$ cat src/rtl/tsel_pkg.sv
package tsel_pkg;

  localparam int WORD_W  = 16;
  localparam int CODE_W  = 3;
  localparam int IDX_W   = 5;
  localparam int RATIO_W = 17;
  localparam int FIRST_WS_CODE = 6;
  localparam int LAST_IDX      = 29;

  typedef struct packed {
    logic [4:0]        spare_hi;
    logic [CODE_W-1:0] code;
    logic [2:0]        spare_mid;
    logic [IDX_W-1:0]  idx;
  } tsel_word_t;

  localparam logic [WORD_W-1:0] RESET_WORD = 16'h0600;

  // Divide ratio for a table index; zero marks a reserved index.
  function automatic logic [RATIO_W-1:0] tsel_ratio(input logic [IDX_W-1:0] idx);
    logic [RATIO_W-1:0] r;
    if (idx < IDX_W'(3)) begin
      r = (RATIO_W'(idx) + RATIO_W'(1)) << 1;
    end else if (idx == IDX_W'(LAST_IDX)) begin
      r = RATIO_W'(3) << 15;
    end else if (idx > IDX_W'(LAST_IDX)) begin
      r = '0;
    end else if (idx[0]) begin
      r = RATIO_W'(1) << ((idx + IDX_W'(3)) >> 1);
    end else begin
      r = RATIO_W'(3) << (idx >> 1);
    end
    return r;
  endfunction

  function automatic logic tsel_is_ws(input logic [CODE_W-1:0] code);
    return code >= CODE_W'(FIRST_WS_CODE);
  endfunction

endpackage

$ cat src/rtl/tsel_src_pick.sv
module tsel_src_pick
  import tsel_pkg::*;
#(
  parameter int NSRC = 5
) (
  input  logic [CODE_W-1:0] code,
  input  logic [NSRC-1:0]   src_tick,
  input  logic [NSRC:1]     div_en,
  output logic              src_live,
  output logic              src_adv
);

  always_comb begin
    src_live = 1'b0;
    src_adv  = 1'b0;
    for (int s = 0; s < NSRC; s++) begin
      if (code == CODE_W'(s)) begin
        src_live = div_en[s+1];
        src_adv  = div_en[s+1] & src_tick[s];
      end
    end
  end

endmodule

$ cat src/rtl/tsel_ratio_div.sv
module tsel_ratio_div
  import tsel_pkg::*;
(
  input  logic               clk,
  input  logic               rst_n,
  input  logic               restart,
  input  logic               adv,
  input  logic [RATIO_W-1:0] ratio,
  output logic               hit
);

  logic [RATIO_W-1:0] cnt_q;
  logic               at_end;

  assign at_end = (cnt_q == ratio - RATIO_W'(1));
  assign hit    = adv & ~restart & at_end;

  always_ff @(posedge clk) begin
    if (!rst_n) begin
      cnt_q <= '0;
    end else if (restart) begin
      cnt_q <= '0;
    end else if (adv) begin
      cnt_q <= at_end ? '0 : cnt_q + RATIO_W'(1);
    end
  end

  assert_restart_clears_R11: assert property (@(posedge clk) disable iff (!rst_n)
    restart |=> (cnt_q == '0));

  assert_count_in_range_R10: assert property (@(posedge clk) disable iff (!rst_n)
    (ratio != '0) |-> (cnt_q < ratio));

  assert_idle_holds_R9: assert property (@(posedge clk) disable iff (!rst_n)
    (!adv && !restart) |=> $stable(cnt_q));

  assert_hit_single_R10: assert property (@(posedge clk) disable iff (!rst_n)
    hit |=> !hit);

endmodule

$ cat src/rtl/tsel_channel.sv
module tsel_channel
  import tsel_pkg::*;
#(
  parameter int NSRC = 5,
  parameter int NWS  = 2
) (
  input  logic              clk,
  input  logic              rst_n,
  input  logic              wr_en,
  input  logic [WORD_W-1:0] wr_word,
  input  logic [NSRC-1:0]   src_tick,
  input  logic [NSRC:1]     div_en,
  input  logic [NWS-1:0]    ws_in,
  output logic              tick_o
);

  tsel_word_t         word_q;
  logic               restart;
  logic               ws_mode;
  logic               ws_line;
  logic               src_live;
  logic               src_adv;
  logic               div_adv;
  logic               reserved_idx;
  logic [RATIO_W-1:0] ratio;
  logic               hit;
  logic               out_q;

  assign restart      = wr_en & (wr_word != word_q);
  assign ws_mode      = tsel_is_ws(word_q.code);
  assign ratio        = tsel_ratio(word_q.idx);
  assign reserved_idx = (ratio == '0);
  assign div_adv      = src_adv & ~ws_mode & ~reserved_idx;

  always_comb begin
    ws_line = 1'b0;
    for (int w = 0; w < NWS; w++) begin
      if (word_q.code == CODE_W'(FIRST_WS_CODE + w)) ws_line = ws_in[w];
    end
  end

  tsel_src_pick #(.NSRC(NSRC)) u_pick (
    .code     (word_q.code),
    .src_tick (src_tick),
    .div_en   (div_en),
    .src_live (src_live),
    .src_adv  (src_adv)
  );

  tsel_ratio_div u_div (
    .clk     (clk),
    .rst_n   (rst_n),
    .restart (restart),
    .adv     (div_adv),
    .ratio   (ratio),
    .hit     (hit)
  );

  always_ff @(posedge clk) begin
    if (!rst_n) begin
      word_q <= tsel_word_t'(RESET_WORD);
      out_q  <= 1'b0;
    end else begin
      if (wr_en) word_q <= tsel_word_t'(wr_word);
      if (restart)      out_q <= 1'b0;
      else if (ws_mode) out_q <= ws_line;
      else              out_q <= hit;
    end
  end

  assign tick_o = out_q;

  assert_ws_follow_R3: assert property (@(posedge clk) disable iff (!rst_n)
    (ws_mode && !restart) |=> (out_q == $past(ws_line)));

  assert_reserved_low_R7: assert property (@(posedge clk) disable iff (!rst_n)
    (!ws_mode && reserved_idx) |=> !out_q);

  assert_disabled_quiet_R9: assert property (@(posedge clk) disable iff (!rst_n)
    (!ws_mode && !src_live) |=> !out_q);

  assert_restart_silent_R11: assert property (@(posedge clk) disable iff (!rst_n)
    restart |=> !out_q);

endmodule

$ cat src/rtl/tsel_pair_div.sv
module tsel_pair_div
  import tsel_pkg::*;
#(
  parameter int NSRC = 5,
  parameter int NWS  = 2,
  parameter int NCH  = 2
) (
  input  logic                  clk,
  input  logic                  rst_n,
  input  logic                  wr_en,
  input  logic [NCH*WORD_W-1:0] wr_data,
  input  logic [NSRC:1]         div_en,
  input  logic [NSRC-1:0]       src_tick,
  input  logic [NWS-1:0]        ws_in,
  output logic [NCH-1:0]        tick_o
);

  for (genvar c = 0; c < NCH; c++) begin : g_ch
    tsel_channel #(.NSRC(NSRC), .NWS(NWS)) u_ch (
      .clk      (clk),
      .rst_n    (rst_n),
      .wr_en    (wr_en),
      .wr_word  (wr_data[c*WORD_W +: WORD_W]),
      .src_tick (src_tick),
      .div_en   (div_en),
      .ws_in    (ws_in),
      .tick_o   (tick_o[c])
    );
  end

  assert_reset_low_R1: assert property (@(posedge clk)
    !rst_n |=> (tick_o == '0));

endmodule

$ cat config.mk
export PLATFORM = sky130hd
export DESIGN_NAME = tsel_pair_div
export DESIGN_NICKNAME = d
export VERILOG_FILES = /design/src/rtl/tsel_pkg.sv /design/src/rtl/tsel_src_pick.sv /design/src/rtl/tsel_ratio_div.sv /design/src/rtl/tsel_channel.sv /design/src/rtl/tsel_pair_div.sv
export SDC_FILE = /design/constraint.sdc
export NUM_CORES = 1
export LEC_CHECK = 0
export BUFFER_PORTS_ARGS = -buffer_cell sky130_fd_sc_hd__buf_2
export CORE_MARGIN = 2
export CORE_UTILIZATION = 30
export CTS_BUF_LIST = sky130_fd_sc_hd__clkbuf_8
export DETAILED_ROUTE_END_ITERATION = 8
export MAX_ROUTING_LAYER = met4
export PLACE_DENSITY = 0.47
export SLEW_MARGIN = 20
export SYNTH_ARGS = -nofsm -noshare
export SYNTH_HDL_FRONTEND = slang
export SYNTH_SLANG_ARGS = --single-unit
$ cat constraint.sdc
create_clock -name clk -period 5.1 [get_ports clk]
set_input_delay 1.02 -clock clk [delete_from_list [all_inputs] [get_ports clk]]
set_output_delay 1.02 -clock clk [all_outputs]
set_load 0.005 [all_outputs]
# == Word-level counts from Yosys, hierarchy flattened ==
# Index checks and enable logic that the tools add are counted.
# word_totals
regBits,68
output_inout_bits,2
word_cells,102
# op_classes
n_bitwise,22
n_eq_ne,18
mux,26
order_cmp,6
n_reduce_logical,6
shift,4
n_addsub,8
# op_table
operator,count
two-way mux 17 bit,10
adder 17 x 1 -> 17 bit (second input constant),2
equality test 17 bit,2
logical NOT 17 bit,2
left shift 1 x 4 -> 17 bit (first input constant),2
left shift 2 x 4 -> 17 bit (first input constant),2
subtractor 17 x 1 -> 17 bit (second input constant),2
inequality test 16 bit,2
equality test 3 bit (second input constant),6
two-way mux 1 bit,16
AND 1 bit,15
adder 5 x 1 -> 6 bit (second input constant),2
equality test 3 x 2 -> 1 bit (second input constant),4
adder 5 x 2 -> 5 bit (second input constant),2
equality test 5 bit (second input constant),2
> comparator 5 bit (second input constant),2
< comparator 5 x 2 -> 1 bit (second input constant),2
NOT 1 bit,7
equality test 3 x 1 -> 1 bit (second input constant),2
greater-or-equal comparator 3 bit (second input constant),2
logical NOT 3 bit,2
OR reduction 2 bit,2

# == Depth between registers and ports, before layout ==
# depth
ltp_word,12
mapped_depth,19
mapped_depth_nobuf,16

# == Modules after synthesis ==
# From an unflattened synthesis, not the netlist that was laid out.
# hier_totals
cells_unflattened,782
area_unflattened_um2,6298.5
# modules_own_cells
module,area_each_um2,cells_per_inst,instances
tsel_channel,1684.1,206,2
tsel_ratio_div,1376.3,173,2
tsel_src_pick,88.8,12,2

# == Worst setup path before layout ==
# OpenSTA, ideal clock, no wires.
# synth_path
path_kind,register to register
startpoint,register g_ch[0].u_ch.word_q[2] in the netlist's numbering
endpoint,register g_ch[0].u_ch.u_div.cnt_q[10]
setup_time_ns,0.115
stages_incl_launch_ff,20
t_required_ns,4.985
setup_slack_ns,0.540
period_less_slack_ns,4.560
arrival_ns,4.445
path_cell_list,dfxtp_1 -> buf_4 -> buf_4 -> inv_1 -> ha_1 -> a2111o_1 -> nand3_1 -> buf_2 -> buf_2 -> nor2_1 -> a21oi_1 -> ha_1 -> o221ai_1 -> a2111oi_0 -> xnor2_1 -> o221ai_1 -> or4_4 -> o41ai_4 -> buf_6 -> nor2_1
# synth_via
elab_chain_cells,9
elab_cells_between_ends,20
classes_between,add/sub (3); order compare (2); eq/ne (3); shift (2); mux (5); bitwise (3); reduce/logical (2)
# synth_lines
element,line_no,text
"start, declared",tsel_channel.sv:17,tsel_word_t word_q;
"start signal, assigned",tsel_channel.sv:61,word_q <= tsel_word_t'(RESET_WORD);
"start signal, assigned",tsel_channel.sv:64,if (wr_en) word_q <= tsel_word_t'(wr_word);
adder 5 x 2 -> 5 bit,tsel_pkg.sv:29,r = RATIO_W'(1) << ((idx + IDX_W'(3)) >> 1);
left shift 1 x 4 -> 17 bit,tsel_pkg.sv:29,
two-way mux 17 bit,tsel_pkg.sv:28,end else if (idx[0]) begin
two-way mux 17 bit,tsel_pkg.sv:26,end else if (idx > IDX_W'(LAST_IDX)) begin
two-way mux 17 bit,tsel_pkg.sv:24,end else if (idx == IDX_W'(LAST_IDX)) begin
two-way mux 17 bit,tsel_pkg.sv:22,if (idx < IDX_W'(3)) begin
subtractor 17 x 1 -> 17 bit / logical NOT 17 bit (equally long branches),"tsel_ratio_div.sv:15, tsel_channel.sv:32",
equality test 17 bit / NOT 1 bit (equally long branches),"tsel_ratio_div.sv:15, tsel_channel.sv:33",
two-way mux 17 bit / AND 1 bit (equally long branches),"tsel_ratio_div.sv:24, tsel_channel.sv:33",
"end signal, assigned",tsel_ratio_div.sv:24,cnt_q <= at_end ? '0 : cnt_q + RATIO_W'(1);
"end, declared",tsel_ratio_div.sv:12,logic [RATIO_W-1:0] cnt_q;
# Parallel ways exist; a longest one is shown, timed or not.
# A chain may end at the register's enable or synchronous reset.

# == Final worst setup path ==
# Ends and elaborated chain as after synthesis.

==> qor.yml <==
outcome:
  status: "complete, no violations"
worst_setup_path:
  worstPathCellList: "inv_1 > ha_1 > a2111o_1 > nand3_1 > nor2_1 > a21oi_1 > ha_1 > o221ai_1 > nor3_2 > mux2i_1 > o221ai_1 > or4_4 > o41ai_4 > buf_4 > nor2_1"
  critical_path_class: "flop to flop"
  worst_ep_arrival_time_ps: 4800
  crit_path_max_fanout: 17
  endpoint_kind: "flop"
  critPathRequiredTime_ps: 5350
  crit_path_top_delay_cell: "dfxtp_1"
  max_stage_delay_ps: 610
  crit_path_start_kind: "flop"
global_routing:
  grt_overflow: 0
  antenna_found_initial: 0
  grt_usage_pct: 17.63
  grt_pass1_vias: 6102
  grt_pass1_wl_um: 33090
  grt_max_degree: 35
logic_synthesis:
  ys_seq_area_share_pct: 19.63
  netlist_instances: 888
  ys.flop_type: "dfxtp_1"
  yosysTopAreaCellShare_pct: 19.63
  ys_ff_latch: 68
  synth_edf_count: 0
  ys_warn_count: 0
  synth_nets: 953
  yosysTopAreaCell: "dfxtp_1"
  syn_area_per_cell_um2: 7.809
  synthTopCellsByArea: "dfxtp_1 20%, xor2_1 6.4%, xnor2_1 6.2%"
  ys_types: 95
  netlist_area_mm2: 0.006934
  async_reset_ff_share_pct: 0
routing:
  ant_nets: 0
  wire_per_inst_um: 17.22
  drt-met1-wl_um: 9739
  met2WireLength_um: 9774
  drt_iter0_drc: 482
  via_per_inst: 5.484
  remaining_drc_errors: 0
  maxUsedRoutingLayer: "met4"
  drt_wl_total_um: 20600
  first_pass_iters: 5
  wl_met3_um: 772
  dr_total_vias: 6559
clocking:
  hold_buffers: 0
  insertion_delay_ps: 360
  htreeDepth: 3
  cts_buffer_depth: 2
  cts_resized: 0
  post_cts_buffers: 0
  cts_buffers: 9
  clock_sinks: 68
  root_buffer: "clkbuf_8"
  cts_tree: "yes"
  clk_pin_slew_worst_paths_ps: 90
pwr:
  pwr-share-comb_pct: 32.5
  switchingPower_mw: 0.5820
  swShare_pct: 34.94
  ir_drop_v: 0.00009329
  clkPwrFrac_pct: 33.3
  internal_power_mw: 1.083
  p_leak_nw: 2.839
  pwr-share-seq_pct: 34.2
  power_density_mw_per_mm2: 218.6
layout:
  nFillCells: 2436
  drive_gt1_share_pct: 14.05
  diodes: 0
  layout.nets: 971
  area_delta_synth_final_pct: 9.870
timing:
  fin_crit_sh_pct: 89.13
  finClkSkew_ps: 11.90
  setup_slack_ps: 554.4
  hold_ws_ps: 533.7
  slew_violations: 0
  slew_headroom_pct: 42.85
  fin_crit_ps: 4546
  tns_ps: 0
  setup-violations-final: 0
  hold_violations: 0
  rsz0062_at_grt: "false"
  max_slew.worst_pin.slew_ps: 856.1
  clock.fmax_mhz: 220.0
placement:
  portBuffers: 48
  gp_congestion: 0.9200
  dp_slack_ps: 468.5
  hpwl_um: 15780
die:
  initial_core_util_pct: 30.63
  die_h_um: 156.0
  core-area_mm2: 0.02264
  rows: 55
  die_w_um: 156.0
  ioPinCount: 49
  dieArea_mm2: 0.02435
hold_path:
  hp-class: "flop to flop"
flow_run:
  cap_violations: 0
==> registers in the layout (all words and copies together) (netlist names) <==
register / count
g_ch.u_ch.tick_o: 2
g_ch.u_ch.u_div.cnt_q: 34
g_ch.u_ch.word_q: 32
==> stage by stage <==
stage | instances | power (mW) | util [%] | area (um2)
finish | 1196 | 1.665 | 33.65 | 7619
detailed placement | 1180 | 1.117 | 32.59 | 7378
global route | 1196 | 1.769 | 33.65 | 7619
global placement | 1180 | 1.125 | 32.59 | 7378
floorplan | 888 | 0.9792 | - | 6934
CTS | 1196 | 1.685 | 33.65 | 7619
==> Yosys cell counts (6+ instances only) <==
library cell,n
buf_2,11
buf_1,7
o21ai_0,25
clkbuf_1,31
o211ai_1,14
a21oi_1,33
a32oi_1,9
xnor2_1,49
inv_1,20
or3_1,7
buf_4,8
nor3_1,35
ha_1,18
o31ai_1,6
nand4_1,13
nand2_1,59
mux2i_1,41
or2_2,7
and2_1,8
nor4_1,16
nand2b_1,12
nor2b_1,31
nor3b_1,10
a31oi_1,14
xor2_1,51
and3_1,17
nor2_1,84
nand3_1,33
dfxtp_1,68
mux2_2,6
o31a_1,6
==> layout by cell type, fill, tap and decap left out, types with 5 or more instances in the layout <==
master and instances:
a31oi_1 14, mux2_2 6, nor3b_1 10, inv_1 21
o31ai_1 6, nor2_1 84, nand2_1 59, xor2_1 51
o21ai_0 25, a32oi_1 9, xnor2_1 49, nor4_1 16
mux2i_1 41, and2_1 8, a21oi_1 33, and3_1 17
o21a_1 5, dfxtp_1 68, o31a_1 6, nand3_1 33
nor3_1 35, or2_2 7, ha_1 18, nand4_1 13
or3_1 7, buf_2 48, a211oi_1 5, nand3b_1 5
o22ai_1 5, clkbuf_8 9, nor2b_1 31, buf_4 20
o211ai_1 14, nand2b_1 12
==> routing by layer <==
| layer | track usage (%) | vias up |
|---|---|---|
| li1 | - | 3318 |
| met1 | 23.19 | 3070 |
| met2 | 28.76 | 152 |
| met3 | 2.028 | 19 |
| met4 | 4.675 | 0 |
| met5 | - | - |
==> worst max-delay path, delay by kind of cell, from the launching register on <==
| family | cells | cell delay (ps) |
|---|---|---|
| mux | 1 | 250 |
| buf+inv | 2 | 520 |
| compound gates | 5 | 1170 |
| fa+ha+maj | 2 | 520 |
| flops | 1 | 610 |
| simple gates | 5 | 1340 |
==> layout make-up <==
cell class,instances,area [um2],area share (%)
clock inverters,7,116.4,1.527
well taps,285,356.6,4.681
inverters,22,82.58,1.084
clock buffers,9,123.9,1.626
multi-input cells,737,5187,68.09
repair buffers,68,390.4,5.124
flip-flops and latches,68,1361,17.87
==> final timing paths <==
| path | cells past startpoint | start | end | slack (ps) |
|---|---|---|---|---|
| hold / removal | 2 | g_ch[0].u_ch.word_q[14]$_SDFFE_PN0P_ | g_ch[0].u_ch.word_q[14]$_SDFFE_PN0P_ | 530 |
| setup reg to reg | 15 | g_ch[0].u_ch.word_q[2]$_SDFFE_PN0P_ | g_ch[0].u_ch.u_div.cnt_q[10]$_SDFFE_PP0P_ | 550 |
| hold reg to reg | 2 | g_ch[0].u_ch.word_q[14]$_SDFFE_PN0P_ | g_ch[0].u_ch.word_q[14]$_SDFFE_PN0P_ | 530 |
| setup / recovery | 15 | g_ch[0].u_ch.word_q[2]$_SDFFE_PN0P_ | g_ch[0].u_ch.u_div.cnt_q[10]$_SDFFE_PP0P_ | 550 |
==> power groups by stage <==
stage | Sequential [mW] | Clock (mW) | Combinational, mW
floorplan | 0.572 | 0 | 0.407
global placement | 0.581 | 0 | 0.543
detailed placement | 0.582 | 0 | 0.535
CTS | 0.569 | 0.577 | 0.539
global route | 0.572 | 0.601 | 0.596
finish | 0.569 | 0.555 | 0.541
==> cell families after synthesis <==
family / Yosys count / share of synthesized area (%)
muxes: 48 / 7.091
AOI/OAI and AO/OA: 203 / 22.72
adders and majority gates: 18 / 3.248
xor gates and xnor gates: 104 / 13.89
and+or+nand+nor: 364 / 27.86
DFF: 68 / 19.63
buffers and inverters: 83 / 5.558
(Power assumes the default switching activity.)
